===== src/rtl/bmdma_pkg.sv =====
package bmdma_pkg;

  localparam int REG_W = 8;

  // byte offsets inside one channel window
  localparam int OFS_CMD = 0;
  localparam int OFS_STS = 2;

  // command byte fields
  localparam int CMD_GO_BIT  = 0;
  localparam int CMD_DIR_BIT = 3;

  // status byte fields
  localparam int STS_ACT_BIT  = 0;
  localparam int STS_ERR_BIT  = 1;
  localparam int STS_IRQ_BIT  = 2;
  localparam int STS_CAP0_BIT = 5;
  localparam int STS_CAP1_BIT = 6;

  typedef enum logic [1:0] {
    SEL_NONE = 2'd0,
    SEL_CMD  = 2'd1,
    SEL_STS  = 2'd2
  } regsel_e;

endpackage


===== src/rtl/bmdma_decode.sv =====
module bmdma_decode
  import bmdma_pkg::*;
#(
  parameter int NUM_CH    = 2,
  parameter int STRIDE_LG = 3,
  parameter int CH_W      = 1,
  parameter int ADDR_W    = 4
) (
  input  logic [ADDR_W-1:0] addr_i,
  input  logic              wr_i,
  input  logic              rd_i,
  output logic [NUM_CH-1:0] cmd_wr_o,
  output logic [NUM_CH-1:0] sts_wr_o,
  output regsel_e           rd_sel_o,
  output logic [CH_W-1:0]   rd_ch_o
);

  logic [CH_W-1:0]      ch_idx;
  logic [STRIDE_LG-1:0] ofs;
  logic                 ch_ok;
  regsel_e              sel;

  assign ch_idx = addr_i[ADDR_W-1:STRIDE_LG];
  assign ofs    = addr_i[STRIDE_LG-1:0];
  assign ch_ok  = (int'(ch_idx) < NUM_CH);

  always_comb begin
    sel = SEL_NONE;
    if (ch_ok) begin
      if (ofs == STRIDE_LG'(OFS_CMD))      sel = SEL_CMD;
      else if (ofs == STRIDE_LG'(OFS_STS)) sel = SEL_STS;
    end
  end

  for (genvar g = 0; g < NUM_CH; g++) begin : g_strobe
    assign cmd_wr_o[g] = wr_i && (sel == SEL_CMD) && (ch_idx == CH_W'(g));
    assign sts_wr_o[g] = wr_i && (sel == SEL_STS) && (ch_idx == CH_W'(g));
  end

  assign rd_sel_o = rd_i ? sel : SEL_NONE;
  assign rd_ch_o  = ch_idx;

endmodule


===== src/rtl/bmdma_irq_edge.sv =====
module bmdma_irq_edge #(
  parameter int W = 2
) (
  input  logic         clk,
  input  logic         rst,
  input  logic [W-1:0] line_i,
  output logic [W-1:0] rise_o
);

  logic [W-1:0] line_q;

  always_ff @(posedge clk) begin
    if (rst) line_q <= '0;
    else     line_q <= line_i;
  end

  assign rise_o = line_i & ~line_q;

endmodule


===== src/rtl/bmdma_chan.sv =====
module bmdma_chan
  import bmdma_pkg::*;
(
  input  logic             clk,
  input  logic             rst,
  input  logic             cmd_wr_i,
  input  logic             sts_wr_i,
  input  logic [REG_W-1:0] wdata_i,
  input  logic             eot_i,
  input  logic             bus_abort_i,
  input  logic             irq_rise_i,
  output logic [REG_W-1:0] cmd_o,
  output logic [REG_W-1:0] sts_o,
  output logic             start_o,
  output logic             dir_o,
  output logic             abort_o
);

  logic       start_q, dir_q, active_q, abort_q, err_q, irq_q;
  logic [1:0] cap_q;
  logic       go_bit, dir_bit, err_w1c, irq_w1c;
  logic       unused_wbits;

  assign go_bit  = wdata_i[CMD_GO_BIT];
  assign dir_bit = wdata_i[CMD_DIR_BIT];
  assign err_w1c = sts_wr_i && wdata_i[STS_ERR_BIT];
  assign irq_w1c = sts_wr_i && wdata_i[STS_IRQ_BIT];
  assign unused_wbits = ^{wdata_i[7], wdata_i[4], wdata_i[STS_ACT_BIT]};

  always_ff @(posedge clk) begin
    if (rst) begin
      start_q  <= 1'b0;
      dir_q    <= 1'b0;
      active_q <= 1'b0;
      abort_q  <= 1'b0;
      err_q    <= 1'b0;
      irq_q    <= 1'b0;
      cap_q    <= 2'b00;
    end else begin
      abort_q <= 1'b0;
      if (cmd_wr_i) begin
        start_q <= go_bit;
        if (!active_q) dir_q <= dir_bit;
        if (go_bit) begin
          active_q <= 1'b1;
        end else begin
          active_q <= 1'b0;
          if (active_q && !irq_q) abort_q <= 1'b1;
        end
      end else if (eot_i && active_q) begin
        active_q <= 1'b0;
      end
      // setting condition has priority over the software clear
      if (bus_abort_i)  err_q <= 1'b1;
      else if (err_w1c) err_q <= 1'b0;
      if (irq_rise_i)   irq_q <= 1'b1;
      else if (irq_w1c) irq_q <= 1'b0;
      if (sts_wr_i) cap_q <= {wdata_i[STS_CAP1_BIT], wdata_i[STS_CAP0_BIT]};
    end
  end

  assign cmd_o   = {4'b0000, dir_q, 2'b00, start_q};
  assign sts_o   = {1'b0, cap_q[1], cap_q[0], 2'b00, irq_q, err_q, active_q};
  assign start_o = start_q;
  assign dir_o   = dir_q;
  assign abort_o = abort_q;


  dir_locked_chk: assert property (@(posedge clk) disable iff (rst)
    active_q |=> $stable(dir_q));


  act_fall_chk: assert property (@(posedge clk) disable iff (rst)
    $fell(active_q) |-> $past(eot_i || (cmd_wr_i && !go_bit)));


  act_needs_go_chk: assert property (@(posedge clk) disable iff (rst)
    active_q |-> start_q);


  abort_single_chk: assert property (@(posedge clk) disable iff (rst)
    abort_q |=> !abort_q);


  err_cause_chk: assert property (@(posedge clk) disable iff (rst)
    $rose(err_q) |-> $past(bus_abort_i));


  irq_cause_chk: assert property (@(posedge clk) disable iff (rst)
    $rose(irq_q) |-> $past(irq_rise_i));

endmodule


===== src/rtl/bmdma_regs.sv =====
module bmdma_regs
  import bmdma_pkg::*;
#(
  parameter  int NUM_CH    = 2,
  parameter  int STRIDE_LG = 3,
  localparam int CH_W      = (NUM_CH > 1) ? $clog2(NUM_CH) : 1,
  localparam int ADDR_W    = STRIDE_LG + CH_W
) (
  input  logic              clk,
  input  logic              rst,
  input  logic [ADDR_W-1:0] io_addr,
  input  logic              io_wr,
  input  logic              io_rd,
  input  logic [REG_W-1:0]  io_wdata,
  output logic [REG_W-1:0]  io_rdata,
  output logic [NUM_CH-1:0] eng_start,
  output logic [NUM_CH-1:0] eng_dir_wr,
  output logic [NUM_CH-1:0] eng_abort,
  input  logic [NUM_CH-1:0] eng_eot,
  input  logic [NUM_CH-1:0] bus_abort,
  input  logic [NUM_CH-1:0] dev_irq
);

  logic [NUM_CH-1:0] cmd_wr, sts_wr, irq_rise;
  regsel_e           rd_sel;
  logic [CH_W-1:0]   rd_ch;
  logic [REG_W-1:0]  cmd_bus [NUM_CH];
  logic [REG_W-1:0]  sts_bus [NUM_CH];
  logic [REG_W-1:0]  rd_word;

  bmdma_decode #(
    .NUM_CH(NUM_CH), .STRIDE_LG(STRIDE_LG), .CH_W(CH_W), .ADDR_W(ADDR_W)
  ) u_decode (
    .addr_i  (io_addr),
    .wr_i    (io_wr),
    .rd_i    (io_rd),
    .cmd_wr_o(cmd_wr),
    .sts_wr_o(sts_wr),
    .rd_sel_o(rd_sel),
    .rd_ch_o (rd_ch)
  );

  bmdma_irq_edge #(.W(NUM_CH)) u_edge (
    .clk   (clk),
    .rst   (rst),
    .line_i(dev_irq),
    .rise_o(irq_rise)
  );

  for (genvar c = 0; c < NUM_CH; c++) begin : g_ch
    bmdma_chan u_chan (
      .clk        (clk),
      .rst        (rst),
      .cmd_wr_i   (cmd_wr[c]),
      .sts_wr_i   (sts_wr[c]),
      .wdata_i    (io_wdata),
      .eot_i      (eng_eot[c]),
      .bus_abort_i(bus_abort[c]),
      .irq_rise_i (irq_rise[c]),
      .cmd_o      (cmd_bus[c]),
      .sts_o      (sts_bus[c]),
      .start_o    (eng_start[c]),
      .dir_o      (eng_dir_wr[c]),
      .abort_o    (eng_abort[c])
    );
  end

  always_comb begin
    case (rd_sel)
      SEL_CMD: rd_word = cmd_bus[rd_ch];
      SEL_STS: rd_word = sts_bus[rd_ch];
      default: rd_word = '0;
    endcase
  end

  always_ff @(posedge clk) begin
    if (rst) io_rdata <= '0;
    else     io_rdata <= rd_word;
  end


  sts_rsvd_zero_chk: assert property (@(posedge clk) disable iff (rst)
    $past(rd_sel == SEL_STS) |-> (io_rdata[7] == 1'b0 && io_rdata[4:3] == 2'b00));


  cmd_rsvd_zero_chk: assert property (@(posedge clk) disable iff (rst)
    $past(rd_sel == SEL_CMD) |-> (io_rdata[7:4] == 4'h0 && io_rdata[2:1] == 2'b00));

endmodule


===== config.mk =====
export PLATFORM = sky130hd
export DESIGN_NAME = bmdma_regs
export DESIGN_NICKNAME = d
export VERILOG_FILES = /design/src/rtl/bmdma_pkg.sv /design/src/rtl/bmdma_decode.sv /design/src/rtl/bmdma_irq_edge.sv /design/src/rtl/bmdma_chan.sv /design/src/rtl/bmdma_regs.sv
export SDC_FILE = /design/constraint.sdc
export NUM_CORES = 1
export LEC_CHECK = 0
export BUFFER_PORTS_ARGS = -buffer_cell sky130_fd_sc_hd__buf_2
export CORE_ASPECT_RATIO = 0.75
export CORE_MARGIN = 2
export CORE_UTILIZATION = 48
export DETAILED_ROUTE_END_ITERATION = 16
export GPL_TIMING_DRIVEN = 0
export PLACE_DENSITY = 0.77
export SYNTH_ARGS = -nofsm -noshare
export SYNTH_HDL_FRONTEND = slang
export SYNTH_SLANG_ARGS = --single-unit

===== constraint.sdc =====
create_clock -name clk -period 1.6 [get_ports clk]
set_clock_uncertainty 0.2 [all_clocks]
set_input_delay 0.24 -clock clk [delete_from_list [all_inputs] [get_ports clk]]
set_output_delay 0.24 -clock clk [all_outputs]
set_load 0.01 [all_outputs]

==> Yosys cells after proc, flatten, opt, wreduce, memory -nomap -nowiden <==
Index checks and enable logic that the tools add are counted.
{ "op_classes": {"magnitude_cmp": 1, "eq_ne": 5, "mux": 25, "bitwise": 8, "n_reduce_logical": 27} }
{ "ops": {"columns": ["operator", "count"], "rows": [
  ["8-bit 2-to-1 mux", 4],
  ["8-bit one-hot mux with 2 select lines", 1],
  ["1-bit 2-to-1 mux", 15],
  ["1-bit logical AND", 14],
  ["2-bit nonzero test", 6],
  ["7-bit 2-to-1 mux", 1],
  ["2-bit 2-to-1 mux", 3],
  ["3-bit OR reduction", 2],
  ["1-bit NOT", 5],
  ["2-bit by 1-bit equality test with 1-bit output, second input constant", 2],
  ["2-bit equality test, second input constant", 2],
  ["4-bit 2-to-1 mux", 1],
  ["2-bit AND reduction", 2],
  ["3-bit by 2-bit equality test with 1-bit output, second input constant", 1],
  ["3-bit zero test", 1],
  ["2-bit AND", 1],
  ["2-bit >= comparator, second input constant", 1],
  ["1-bit zero test", 2],
  ["1-bit NOT with 2-bit output", 1],
  ["2-bit NOT", 1]
]} }
{ "totals": {"reg_bits": 26, "output_inout_bits": 14} }

==> Logic depth before layout (Yosys ltp) <==
{ "depth": {"depth_word": 9, "depth_mapped": 5} }

==> Hierarchy <==
From an unflattened synthesis, not the netlist that was laid out.
{ "unflattened": {"cells_unflattened": 148, "hier_area_um2": 1406.3} }
{ "modules_own_cells": {"columns": ["mod", "instances", "cells_each", "area_per_inst_um2"], "rows": [
  ["bmdma_chan", 2, 45, 400.4],
  ["bmdma_regs", 1, 42, 457.9],
  ["bmdma_decode", 1, 10, 77.6],
  ["bmdma_irq_edge", 1, 6, 70.1]
]} }

==> Worst setup path after synthesis <==
OpenSTA, ideal clock, no wires.
{ "synth_timing": {"path_type": "input to register", "start": "input io_addr[1]", "end": "register g_ch[0].u_chan.dir_q", "setup_time_ps": 130, "t_arrival_ps": 1093, "slack_ps": 178, "path_stages": 4, "n_path_buf": 1, "cell_sequence": "or3_1 -> buf_2 -> o311ai_4 -> o41ai_2"} }
{ "synth_between": {"elab_chain_len": 7, "word_cells_on_any_way": 8, "classes_between": "eq/ne (2); mux (2); reduce/logical (4)"} }
{ "synth_lines": {"columns": ["item", "line", "source"], "rows": [
  ["start, declared", "bmdma_regs.sv:11", "input logic [ADDR_W-1:0] io_addr,"],
  ["3-bit by 2-bit equality test with 1-bit output", "bmdma_decode.sv:31", "else if (ofs == STRIDE_LG'(OFS_STS)) sel = SEL_STS;"],
  ["2-bit 2-to-1 mux", "bmdma_decode.sv:31", null],
  ["2-bit 2-to-1 mux (*)", "bmdma_decode.sv:30", "if (ofs == STRIDE_LG'(OFS_CMD)) sel = SEL_CMD;"],
  ["2-bit by 1-bit equality test with 1-bit output (*)", "bmdma_decode.sv:36", "assign cmd_wr_o[g] = wr_i && (sel == SEL_CMD) && (ch_idx == CH_W'(g));"],
  ["1-bit logical AND (*) (2 in a row)", "bmdma_decode.sv:36", null],
  ["2-bit AND reduction (no line) (*)", null, null],
  ["end signal, assigned", "bmdma_chan.sv:43", "if (!active_q) dir_q <= dir_bit;"],
  ["end, declared", "bmdma_chan.sv:19", "logic start_q, dir_q, active_q, abort_q, err_q, irq_q;"]
]} }
Every way passes the cells marked *; elsewhere a longest branch is shown, timed or not.
A chain may end at the register's enable or synchronous reset.

==> Implementation_results.wiki <==
{| class="wikitable"
! Metric !! Value
|-
| Outcome || finished, final reports clean
|-
| Routed Wire Length || 2.230 mm
|-
| Hold Slack || roughly 0.049 ns
|-
| Number of stages on the worst setup path || 6
|-
| Antenna cell count || 0
|-
| Critical-path cell list || dlygate4sd3_1 > buf_2 > inv_1 > clkbuf_4 > nand2_1 > mux2i_1
|-
| Crit path capture type || register
|-
| Via count of the first global-routing pass || around 790
|-
| Routed vias/inst || around 5.0
|-
| Number of vias after detailed routing || 894
|-
| CTS HTree Levels || 1
|-
| Layout Area Growth over Synthesis || 33.74%
|-
| Total core area || 2014 µm²
|-
| Internal power || between 0.9 and 1 mW
|-
| Crit path launch type || input pin
|-
| Leak Pwr || about 0.65 nW
|-
| Power density over cell area || 866.6 nW/µm²
|-
| Buf/Inv on CP || 4
|-
| Die Span Y || ~44 µm
|-
| Number of remaining DRC errors || 0
|-
| Register bit total from synthesis || 24
|-
| Power spent charging and discharging nets || between 0.2 and 0.3 mW
|-
| Die boundary width || 57.61 µm
|-
| Sequential area share after synthesis || 0.4643
|-
| Number of buffers created by CTS || 3
|-
| Longest individual stage delay on the worst path || between 0.5 and 0.6 ns
|-
| Post-synthesis area per instance || about 9.5 µm²
|-
| Clock root buffer || clkbuf_4
|-
| Count of cells along the worst register-to-register path || 2
|-
| Reg-to-reg endpoint || g_ch[0].u_chan.active_q$_SDFFE_PP0P_
|-
| Number of instances in the synthesized netlist || 109
|-
| Residual antenna-violating net count after detailed routing || 0
|-
| Share of flip-flops with an asynchronous set or reset after synthesis || 0
|-
| Synth unique cells || 26
|-
| Max-cap check violation count || 0
|-
| Row count || 14
|-
| Cell at the slowest stage of the critical path || dlygate4sd3_1
|-
| Launching point of the worst reg2reg path || g_ch[0].u_chan.active_q$_SDFFE_PP0P_
|-
| Detailed-router iteration count before antenna repair || 4
|-
| Crit-path max FO || 10
|-
| Overall overflow remaining after global route || 0
|-
| Type of the worst setup path || input pin to register
|-
| Finished Layout Cells || 179
|-
| Layout cells sized above 1 || 0.3161
|-
| Worst hold path type || input pin to register
|-
| Final layout net count || about 180
|-
| Area of placed instances || ~1200 µm²
|-
| CP Data Arrival Time || roughly 1.6 ns
|-
| Insertion delay to the later sink of the worst-skew pair || approximately 0.34 ns
|-
| Flop-to-flop setup slack || 0.43 ns
|-
| Final count of negative-setup-slack endpoints || 0
|-
| Sw Ratio || 0.2212
|-
| Req. time, crit path || approximately 1.7 ns
|-
| Post-synthesis instance area || a little over 1000 µm²
|-
| Max clock buf depth || 2
|-
| Power share of the sequential group || 0.518
|-
| Capture point of the worst path || g_ch[0].u_chan.cap_q[0]$_SDFFE_PP0N_
|-
| Period Utilization, post-route || 0.9550
|-
| Combinational share of power || 0.108
|-
| Starting density of the core || 0.5137
|-
| Dpl cells || 164
|-
| Family of cells with the greatest summed delay on the critical path || buffers and inverters
|-
| Final Slew Violations || 0
|-
| Total non-filler cell area in the finished layout || between 1000 and 1500 µm²
|-
| Most frequent cells in the layout || buf_2 (32), dfxtp_1 (24), nand2_1 (14)
|-
| Setup TNS || 0 ns
|-
| Maximum vdd drop || about 860 µV
|-
| Total Power || ~1.2 mW
|-
| Number of sinks handled by clock tree synthesis || 24
|-
| First-pass GRT wire length || 3.484 mm
|-
| Routability congestion estimate || 0.8299
|-
| Number of buffer cells added on primary ports || 30
|-
| Ys Warns || 0
|-
| Avg WL per Cell || ~12 µm
|-
| Area enclosed by the die boundary || roughly 2500 µm²
|-
| Final number of hold-violating endpoints || 0
|-
| Count of flip-flops with a built-in enable after synthesis || 0
|-
| Filler cell count in the final layout || 173
|-
| Highest attainable clock frequency || between 0.6 and 0.7 GHz
|-
| Clock slew seen by the registers of the worst setup and hold paths || around 0.14 ns
|-
| Antenna violations before repair || 0
|-
| Most common cell after layout, fill and taps aside || buf_2
|-
| Maximum number of pins on one net before global-route repair || 15
|-
| Synth Flop Type || dfxtp_1
|-
| Worst setup startpoint || rst
|-
| Clock share of power || 0.374
|-
| First DRT Iteration DRCs || 14
|-
| Setup repair after global routing missed its margin || false
|-
| Detail Placement HPWL || ~1.7 mm
|-
| Number of top-level design ports || 36
|-
| CTS tree || built
|-
| Time the final worst path needs with I/O delays and setup || 1.528 ns
|-
| Total global-route track usage || 0.1904
|}
-- cell families (layout without fill, tap and decap cells) --
| group | Yosys count | after routing | synth area share |
|---|---|---|---|
| buffers and inverters | 18 | 63 | 0.1016 |
| other | 1 | 2 | 0.003624 |
| AND/OR/NAND/NOR | 41 | 41 | 0.1923 |
| flip-flops | 24 | 24 | 0.4643 |
| multiplexers | 11 | 11 | 0.1064 |
| AO/OA/AOI/OAI | 14 | 14 | 0.1318 |
-- worst min-delay path by stage --
stage	cells past startpoint	end	slack [ns]	start
final	4	io_rdata[3]$_SDFF_PP0_	0.05	io_addr[1]
after global routing	3	g_ch[0].u_chan.irq_q$_SDFFE_PP0P_	0.05	io_wdata[2]
after CTS	4	io_rdata[3]$_SDFF_PP0_	0.04	io_addr[1]
after detailed placement	1	g_ch[0].u_chan.irq_q$_SDFFE_PP0P_	0.22	u_edge.line_q[0]$_SDFF_PP0_
after global placement	1	g_ch[0].u_chan.irq_q$_SDFFE_PP0P_	0.21	u_edge.line_q[0]$_SDFF_PP0_
after floorplan	1	g_ch[1].u_chan.active_q$_SDFFE_PP0P_	0.14	eng_eot[1]
-- registers in the layout, indices dropped and copies added, names as in the netlist --
signal / cells
io_rdata: 6
g_ch.u_chan.cap_q: 4
g_ch.u_chan.abort_o: 2
g_ch.u_chan.active_q: 2
g_ch.u_chan.dir_o: 2
g_ch.u_chan.err_q: 2
g_ch.u_chan.irq_q: 2
g_ch.u_chan.start_o: 2
u_edge.line_q: 2
-- power groups by stage --
stage / clock [mW] / sequential (mW) / combinational (mW)
5_1_grt: 0.477 / 0.622 / 0.142
3_3_place_gp: 0 / 0.633 / 0.104
2_1_floorplan: 0 / 0.632 / 0.0663
4_1_cts: 0.456 / 0.621 / 0.129
3_5_place_dp: 0 / 0.634 / 0.108
6_report: 0.449 / 0.621 / 0.130
-- synth_stat cells, types with 2 or more instances --
cell type,n,area share
inv_1,6,0.022
nor2b_1,4,0.024
buf_2,3,0.015
dfxtp_1,24,0.46
mux2i_1,11,0.11
nand3_1,3,0.015
and2_1,2,0.012
buf_4,9,0.065
o41ai_1,3,0.025
o21ai_0,3,0.015
a311oi_1,2,0.017
nor2_1,12,0.044
nand2_1,14,0.051
-- cell type report --
type                            instances  area [µm²]  share of cell area
Clock inverter                          1       30.03             0.02170
Multi-Input combinational cell         68       452.9              0.3273
Buffer                                 12       85.08             0.06148
Timing Repair Buffer                   41       260.3              0.1881
Inverter                                6       22.52             0.01627
Sequential cell                        24       480.5              0.3472
Clock buffer                            3       22.52             0.01627
Tap cell                               24       30.03             0.02170
-- what timing repair did --
action	4_1_cts	5_1_grt
hold endpoints to repair	12	0
hold buffers	11	0
setup buffers	0	0
gates resized for setup	0	1
setup endpoints to repair	0	1
-- worst min-delay path, stage by stage --
cell and delay, ns:
buf_2 0.09, nor3_1 0.09, nand2_1 0.09, nor2_1 0.05
-- stage by stage --
step,setup slack (ns),utilization
after floorplan,0.1775,-
after global placement,0.03565,0.6050
after detailed placement,0.03254,0.6050
after CTS,0.04060,0.6857
after global routing,0.02024,0.6870
final,0.07197,0.6870
-- metal layers --
metal  routed length (µm)  GRT usage  up-vias
li1                     -          -      459
met1                  980     0.2330      396
met2                 1021     0.2977       34
met3                  182    0.06140        5
met4                   46     0.1116        0
met5                    0          0        -
No activity file was read; power rests on OpenSTA's default activity.
